$ cat config.mk
export PLATFORM = sky130hd
export DESIGN_NAME = vslice_miss_ctl
export DESIGN_NICKNAME = d
export VERILOG_FILES = /design/src/rtl/vsm_pkg.sv /design/src/rtl/vsm_lowpick.sv /design/src/rtl/vsm_retry_fifo.sv /design/src/rtl/vsm_maf.sv /design/src/rtl/vslice_miss_ctl.sv
export SDC_FILE = /design/constraint.sdc
export NUM_CORES = 1
export LEC_CHECK = 0
export ABC_AREA = 1
export CORE_MARGIN = 2
export CORE_UTILIZATION = 55
export CTS_CLUSTER_SIZE = 20
export DETAILED_ROUTE_END_ITERATION = 10
export DONT_BUFFER_PORTS = 1
export MAX_ROUTING_LAYER = met4
export PLACE_DENSITY = 0.78
export SYNTH_ARGS = -nofsm -noshare
export SYNTH_HDL_FRONTEND = slang
export SYNTH_HIERARCHICAL = 1
export SYNTH_SLANG_ARGS = --single-unit
$ cat constraint.sdc
create_clock -name clk -period 6 [get_ports clk]
set_clock_uncertainty 0.1 [all_clocks]
set_input_delay 0.3 -clock clk [delete_from_list [all_inputs] [get_ports clk]]
set_output_delay 0.3 -clock clk [all_outputs]
set_load 0.01 [all_outputs]
$ cat src/rtl/vsm_pkg.sv
package vsm_pkg;
  typedef enum logic [2:0] {
    E_FREE = 3'd0,
    E_PEND = 3'd1,
    E_WAIT = 3'd2,
    E_WOKE = 3'd3,
    E_QUED = 3'd4
  } ent_st_e;
endpackage

$ cat src/rtl/vsm_lowpick.sv
module vsm_lowpick #(
  parameter int N  = 8,
  parameter int IW = 3
) (
  input  logic [N-1:0]  req,
  output logic          any,
  output logic [IW-1:0] idx
);
  always_comb begin
    any = |req;
    idx = '0;
    for (int i = N - 1; i >= 0; i--) begin
      if (req[i]) idx = IW'(i);
    end
  end
endmodule

$ cat src/rtl/vsm_retry_fifo.sv
module vsm_retry_fifo #(
  parameter int DEPTH = 8,
  parameter int W     = 3
) (
  input  logic         clk,
  input  logic         rst,
  input  logic         push,
  input  logic [W-1:0] din,
  input  logic         pop,
  output logic [W-1:0] dout,
  output logic         empty,
  output logic         full
);
  localparam int PW = (DEPTH > 1) ? $clog2(DEPTH) : 1;
  localparam int CW = $clog2(DEPTH + 1);

  logic [W-1:0]  mem [DEPTH];
  logic [PW-1:0] wp, rp;
  logic [CW-1:0] count;

  assign empty = (count == '0);
  assign full  = (count == CW'(DEPTH));
  assign dout  = mem[rp];

  always_ff @(posedge clk) begin
    if (push) mem[wp] <= din;
  end

  always_ff @(posedge clk) begin
    if (rst) begin
      wp    <= '0;
      rp    <= '0;
      count <= '0;
    end else begin
      if (push) wp <= (wp == PW'(DEPTH - 1)) ? '0 : wp + 1'b1;
      if (pop)  rp <= (rp == PW'(DEPTH - 1)) ? '0 : rp + 1'b1;
      case ({push, pop})
        2'b10:   count <= count + 1'b1;
        2'b01:   count <= count - 1'b1;
        default: count <= count;
      endcase
    end
  end


  fifo_no_overflow_chk: assert property (@(posedge clk) disable iff (rst)
    push |-> (!full || pop));

  fifo_no_underflow_chk: assert property (@(posedge clk) disable iff (rst)
    pop |-> !empty);
endmodule

$ cat src/rtl/vsm_maf.sv
module vsm_maf
  import vsm_pkg::*;
#(
  parameter int ENTRIES = 8,
  parameter int TAG_W   = 3,
  parameter int ID_W    = 8,
  parameter int ADDR_W  = 32,
  parameter int CNT_W   = 4
) (
  input  logic               clk,
  input  logic               rst,
  input  logic               alloc_en,
  input  logic [TAG_W-1:0]   alloc_tag,
  input  logic [ID_W-1:0]    alloc_id,
  input  logic [ADDR_W-1:0]  alloc_addr,
  input  logic               rsp_en,
  input  logic [TAG_W-1:0]   rsp_tag,
  input  logic               rsp_hit,
  input  logic               fill_en,
  input  logic [ADDR_W-1:0]  fill_addr,
  input  logic               push_en,
  input  logic [TAG_W-1:0]   push_tag,
  input  logic               iss_en,
  input  logic [TAG_W-1:0]   iss_tag,
  output logic [ENTRIES-1:0] free_vec,
  output logic [ENTRIES-1:0] woke_vec,
  output logic [ENTRIES-1:0] pend_vec,
  output logic [ID_W-1:0]    iss_id,
  output logic [ADDR_W-1:0]  iss_addr,
  output logic [ID_W-1:0]    rsp_id,
  output logic [CNT_W-1:0]   rsp_cnt
);
  ent_st_e           st    [ENTRIES];
  logic [ID_W-1:0]   id_q  [ENTRIES];
  logic [ADDR_W-1:0] adr_q [ENTRIES];
  logic [CNT_W-1:0]  cnt_q [ENTRIES];

  genvar g;
  generate
    for (g = 0; g < ENTRIES; g++) begin : g_vec
      assign free_vec[g] = (st[g] == E_FREE);
      assign woke_vec[g] = (st[g] == E_WOKE);
      assign pend_vec[g] = (st[g] == E_PEND);
    end
  endgenerate

  assign iss_id   = id_q[iss_tag];
  assign iss_addr = adr_q[iss_tag];
  assign rsp_id   = id_q[rsp_tag];
  assign rsp_cnt  = cnt_q[rsp_tag];

  always_ff @(posedge clk) begin
    for (int i = 0; i < ENTRIES; i++) begin
      if (alloc_en && alloc_tag == TAG_W'(i)) begin
        id_q[i]  <= alloc_id;
        adr_q[i] <= alloc_addr;
      end
    end
  end

  always_ff @(posedge clk) begin
    if (rst) begin
      for (int i = 0; i < ENTRIES; i++) begin
        st[i]    <= E_FREE;
        cnt_q[i] <= '0;
      end
    end else begin
      for (int i = 0; i < ENTRIES; i++) begin
        if (alloc_en && alloc_tag == TAG_W'(i)) begin
          st[i]    <= E_PEND;
          cnt_q[i] <= '0;
        end else if (rsp_en && rsp_tag == TAG_W'(i)) begin
          if (rsp_hit)
            st[i] <= E_FREE;
          else if (fill_en && fill_addr == adr_q[i])
            st[i] <= E_WOKE;
          else
            st[i] <= E_WAIT;
        end else if (st[i] == E_WAIT && fill_en && fill_addr == adr_q[i]) begin
          st[i] <= E_WOKE;
        end else if (push_en && push_tag == TAG_W'(i)) begin
          st[i] <= E_QUED;
        end else if (iss_en && iss_tag == TAG_W'(i)) begin
          st[i] <= E_PEND;
          if (cnt_q[i] != '1) cnt_q[i] <= cnt_q[i] + 1'b1;
        end
      end
    end
  end


  alloc_free_chk: assert property (@(posedge clk) disable iff (rst)
    alloc_en |-> (st[alloc_tag] == E_FREE));

  push_woke_chk: assert property (@(posedge clk) disable iff (rst)
    push_en |-> (st[push_tag] == E_WOKE));

  iss_ready_chk: assert property (@(posedge clk) disable iff (rst)
    iss_en |-> (st[iss_tag] == E_QUED || st[iss_tag] == E_WOKE));
endmodule

$ cat src/rtl/vslice_miss_ctl.sv
module vslice_miss_ctl
  import vsm_pkg::*;
#(
  parameter int ENTRIES   = 8,
  parameter int ID_W      = 8,
  parameter int ADDR_W    = 32,
  parameter int CNT_W     = 4,
  parameter int PANIC_LIM = 4,
  localparam int TAG_W    = (ENTRIES > 1) ? $clog2(ENTRIES) : 1
) (
  input  logic              clk,
  input  logic              rst,
  input  logic              new_valid,
  input  logic [ID_W-1:0]   new_id,
  input  logic [ADDR_W-1:0] new_addr,
  output logic              new_ready,
  output logic              new_nack,
  output logic              req_valid,
  output logic              req_retry,
  output logic [TAG_W-1:0]  req_tag,
  output logic [ID_W-1:0]   req_id,
  output logic [ADDR_W-1:0] req_addr,
  input  logic              rsp_valid,
  input  logic [TAG_W-1:0]  rsp_tag,
  input  logic              rsp_hit,
  input  logic              fill_valid,
  input  logic [ADDR_W-1:0] fill_addr,
  output logic              done_valid,
  output logic [ID_W-1:0]   done_id,
  output logic              panic
);
  logic [ENTRIES-1:0] free_vec, woke_vec, pend_vec, own_mask, push_req;
  logic               free_any, push_any;
  logic [TAG_W-1:0]   free_tag, push_tag, retry_tag, owner_q;
  logic               panic_q, own_rdy, q_rdy, retry_go, new_go, rsp_ok;
  logic               fifo_empty, fifo_full;
  logic [TAG_W-1:0]   fifo_dout;
  logic [ID_W-1:0]    rd_id, rsp_id_r;
  logic [ADDR_W-1:0]  rd_addr;
  logic [CNT_W-1:0]   rsp_cnt;

  assign own_mask  = panic_q ? (ENTRIES'(1) << owner_q) : '0;
  assign push_req  = woke_vec & ~own_mask;
  assign own_rdy   = panic_q && woke_vec[owner_q];
  assign q_rdy     = !panic_q && !fifo_empty;
  assign retry_go  = own_rdy || q_rdy;
  assign retry_tag = own_rdy ? owner_q : fifo_dout;
  assign new_ready = !panic_q && free_any && !retry_go;
  assign new_go    = new_valid && new_ready;
  assign rsp_ok    = rsp_valid && pend_vec[rsp_tag];
  assign panic     = panic_q;

  vsm_lowpick #(.N(ENTRIES), .IW(TAG_W)) u_free_pick (
    .req(free_vec), .any(free_any), .idx(free_tag)
  );

  vsm_lowpick #(.N(ENTRIES), .IW(TAG_W)) u_push_pick (
    .req(push_req), .any(push_any), .idx(push_tag)
  );

  vsm_retry_fifo #(.DEPTH(ENTRIES), .W(TAG_W)) u_rq (
    .clk(clk), .rst(rst),
    .push(push_any), .din(push_tag),
    .pop(q_rdy), .dout(fifo_dout),
    .empty(fifo_empty), .full(fifo_full)
  );

  vsm_maf #(
    .ENTRIES(ENTRIES), .TAG_W(TAG_W), .ID_W(ID_W),
    .ADDR_W(ADDR_W), .CNT_W(CNT_W)
  ) u_maf (
    .clk(clk), .rst(rst),
    .alloc_en(new_go), .alloc_tag(free_tag),
    .alloc_id(new_id), .alloc_addr(new_addr),
    .rsp_en(rsp_ok), .rsp_tag(rsp_tag), .rsp_hit(rsp_hit),
    .fill_en(fill_valid), .fill_addr(fill_addr),
    .push_en(push_any), .push_tag(push_tag),
    .iss_en(retry_go), .iss_tag(retry_tag),
    .free_vec(free_vec), .woke_vec(woke_vec), .pend_vec(pend_vec),
    .iss_id(rd_id), .iss_addr(rd_addr),
    .rsp_id(rsp_id_r), .rsp_cnt(rsp_cnt)
  );

  always_ff @(posedge clk) begin
    if (rst) begin
      req_valid  <= 1'b0;
      req_retry  <= 1'b0;
      req_tag    <= '0;
      req_id     <= '0;
      req_addr   <= '0;
      new_nack   <= 1'b0;
      done_valid <= 1'b0;
      done_id    <= '0;
      panic_q    <= 1'b0;
      owner_q    <= '0;
    end else begin
      req_valid  <= retry_go || new_go;
      req_retry  <= retry_go;
      req_tag    <= retry_go ? retry_tag : free_tag;
      req_id     <= retry_go ? rd_id : new_id;
      req_addr   <= retry_go ? rd_addr : new_addr;
      new_nack   <= new_valid && panic_q;
      done_valid <= rsp_ok && rsp_hit;
      done_id    <= rsp_id_r;
      if (rsp_ok) begin
        if (panic_q && rsp_hit && rsp_tag == owner_q) begin
          panic_q <= 1'b0;
        end else if (!panic_q && !rsp_hit && rsp_cnt >= CNT_W'(PANIC_LIM)) begin
          panic_q <= 1'b1;
          owner_q <= rsp_tag;
        end
      end
    end
  end


  done_after_hit_chk: assert property (@(posedge clk) disable iff (rst)
    done_valid |-> $past(rsp_valid && rsp_hit));

  retry_first_chk: assert property (@(posedge clk) disable iff (rst)
    (req_valid && !req_retry) |-> $past(fifo_empty));

  panic_entry_chk: assert property (@(posedge clk) disable iff (rst)
    $rose(panic_q) |-> $past(rsp_valid && !rsp_hit));

  no_new_in_panic_chk: assert property (@(posedge clk) disable iff (rst)
    (req_valid && !req_retry) |-> !$past(panic_q));

  owner_only_chk: assert property (@(posedge clk) disable iff (rst)
    (panic_q && $past(panic_q) && req_valid && req_retry) |-> (req_tag == owner_q));

  panic_exit_chk: assert property (@(posedge clk) disable iff (rst)
    $fell(panic_q) |-> $past(rsp_valid && rsp_hit && rsp_tag == owner_q));
endmodule

==> summary.txt <==
Detailed routing
  – Routed len/inst: 27.29 um
  – Initial DRC count: 3002
  – Final wirelength: 98.05 mm
  – Drt drc: 0
  – Vias/cell: 6.150
  – Via count: 22100
  – Drt first pass iters: 8
  – Routed Antenna Nets: 0

Hold path
  – HP Start: rst
  – Hold Crit Class: in -> reg

STA
  – Fin crit period: 4.358 ns
  – RSZ-0062 raised after global routing: false
  – Count of final setup violators: 0
  – Hold Violations, Final: 0
  – Slew @ Worst Pin: 1.365 ns
  – Tcrit/Tclk final: 72.63%
  – Pins Over Slew Limit: 0
  – Setup ws final: 1.642 ns
  – Fmax: 0.2295 GHz
  – Hold Slack: 0.04797 ns
  – Rel. slew slack: 8.797%
  – Setup_tns: 0 ns

Run
  – Max_cap viols: 0

Worst setup path
  – CP Launch Type: register
  – Worst Path Max Fanout: 41
  – CP arrival: 4.55 ns
  – Crit Path Category: reg -> reg
  – WP buf/inv: 5
  – CP endpoint kind: register
  – CP delay by family, top: buffers and inverters
  – Max incr delay on CP: 0.65 ns
  – Top cell by count, worst path: nand2_1
  – Sequence of cells on the critical path: inv_2, nor2_1, o22ai_1, nand2_1, nand2_1, nand3_1, nand2_1, inv_1, nand2_1, buf_4, clkinv_2, buf_4, nand3_1, nor2_1, nand2_1, a21oi_2, nand2_1, nand2_1
  – Critical path data required time: 6.20 ns
  – Slowest-stage cell, CP: dfxtp_1

Outcome
  – Status: finished clean

Synth
  – Syn avg cell area: 8.560 um2
  – Ys Warns: 6
  – Syn_nets: 3019
  – Mapped Area: 25020 um2
  – Synth Instances: 2923

Die
  – Die height: 217.3 um
  – Initial Utilization: 55.37%
  – # IOs: 138
  – Area of the core: 45190 um2
  – Total die area: 47210 um2
  – Std-Cell Rows: 78
  – Die X: 217.3 um

Clock network
  – TritonCTS clock tree: done
  – Worst-Skew Late Latency: 0.61 ns
  – Clock buffer depth: 3
  – TritonCTS buffer count: 50
  – Clk pin slew, worst setup/hold paths: 0.06 ns
  – Clock Root Buffer: clkbuf_16
  – Clk sinks: 472
  – Post-cts sizing count: 0
  – Post-CTS Setup Bufs: 0
  – # H-tree levels: 2

Finish
  – Layout cells sized above 1: 6.662%
  – Nets: 3041
  – Area growth syn-to-layout: 10.19%

Power and ir drop
  – Power per Cell Area: 499.2 nW/um2
  – Max IR drop VDD: 0.6374 mV
  – P_leak: 11.39 nW

Place
  – GPL Wtd Cong: 1.040
  – I/O Buffers: 0
  – Dpl ws: 1.836 ns
  – Detail Placement HPWL: 69.31 mm

GRT
  – Largest net degree at the start of global routing: 63
  – Initial antenna violation count: 6
  – First-pass GRT wire length: 139.4 mm
  – Via count of the first global-routing pass: 20890
  – Gr ovfl total: 0
  – GRT Overall Usage: 42.44%
-- metrics by stage --
| stage | power, W | utilization, % | instance area [um2] | instances |
|---|---|---|---|---|
| global placement | 0.01024 | 56.24 | 25410 | 3443 |
| finish | 0.01376 | 61.01 | 27570 | 3593 |
| floorplan | 0.008415 | - | 25020 | 2923 |
| CTS | 0.01354 | 60.98 | 27550 | 3587 |
| detailed placement | 0.01036 | 56.24 | 25410 | 3443 |
| global route | 0.01434 | 61.01 | 27570 | 3593 |
-- repair_timing --
item | in CTS | in global routing
hold buffers | 50 | 0
setup endpoints to repair | 0 | 0
hold endpoints to repair | 416 | 0
-- power by group --
| part | internal [W] | total (W) | switching, W |
|---|---|---|---|
| logic | 0.00168 | 0.00608 | 0.00440 |
| registers | 0.00417 | 0.00458 | 0.000414 |
| clock network | 0.00175 | 0.00310 | 0.00135 |
| total | 0.00760 | 0.0138 | 0.00616 |
-- sequential cells by signal, indices dropped and copies added (netlist names), named ones only --
| signal | flops |
|---|---|
| u_maf/st | 24 |
| u_rq/rp | 3 |
| done_id | 8 |
| panic | 1 |
| req_retry | 1 |
| owner_q | 3 |
| req_addr | 32 |
| u_maf/id_q | 64 |
| req_valid | 1 |
| new_nack | 1 |
| req_id | 8 |
| u_rq/wp | 3 |
| u_rq/mem | 24 |
| u_maf/cnt_q | 32 |
| u_maf/adr_q | 256 |
| done_valid | 1 |
| u_rq/count | 4 |
| req_tag | 3 |
-- worst min-delay path, delay by kind of cell --
family        cells  cell delay, ns
simple gates      5            0.26
buf+inv           1            0.07
-- final cells by class --
cell class              count  area [um2]
diodes                      6       15.01
clock buffers              66        1373
clock inverters            28       257.7
fillers                  3875       17620
inverters                 400        1503
multi-input cells        1949        9542
flip-flops and latches    472       13450
well taps                 600       750.7
repair buffers             72       675.6
-- worst paths after layout --
check | slack (ns) | depth (start not counted) | end
min | 0.05 | 6 | u_maf/st[1][0]
max | 1.64 | 18 | u_maf/cnt_q[6][3]
min reg2reg | 0.39 | 2 | u_rq/rp[1]
max reg2reg | 1.64 | 18 | u_maf/cnt_q[6][3]
-- layout by cell type (no fill, tap or decap), types with 8 or more instances in the layout --
master	count
nand2_1	856
edfxtp_1	400
inv_1	363
nor2_1	347
o21ai_0	101
nand3_1	85
dfxtp_1	72
nand4_1	66
nor3_1	63
o22ai_1	56
xnor2_1	52
clkbuf_16	51
dlygate4sd3_1	49
a21oi_1	42
xor2_1	42
a221oi_1	40
inv_2	34
buf_4	22
o2111ai_1	21
o21ai_1	19
ha_1	15
a22oi_1	14
nor2_2	13
nor2_4	13
clkbuf_1	11
nand2_2	10
a31oi_1	9
clkinv_1	9
a32oi_1	9
nand3b_1	8
-- per-layer routing --
| layer | share of wire [%] | track usage, % | vias up |
|---|---|---|---|
| met4 | 5.8 | 21.03 | 0 |
| met5 | 0 | - | - |
| met3 | 12 | 9.420 | 292 |
| li1 | - | - | 9708 |
| met1 | 38 | 54.73 | 10500 |
| met2 | 44 | 63.45 | 1599 |
Power figures use the tool's default switching activity.
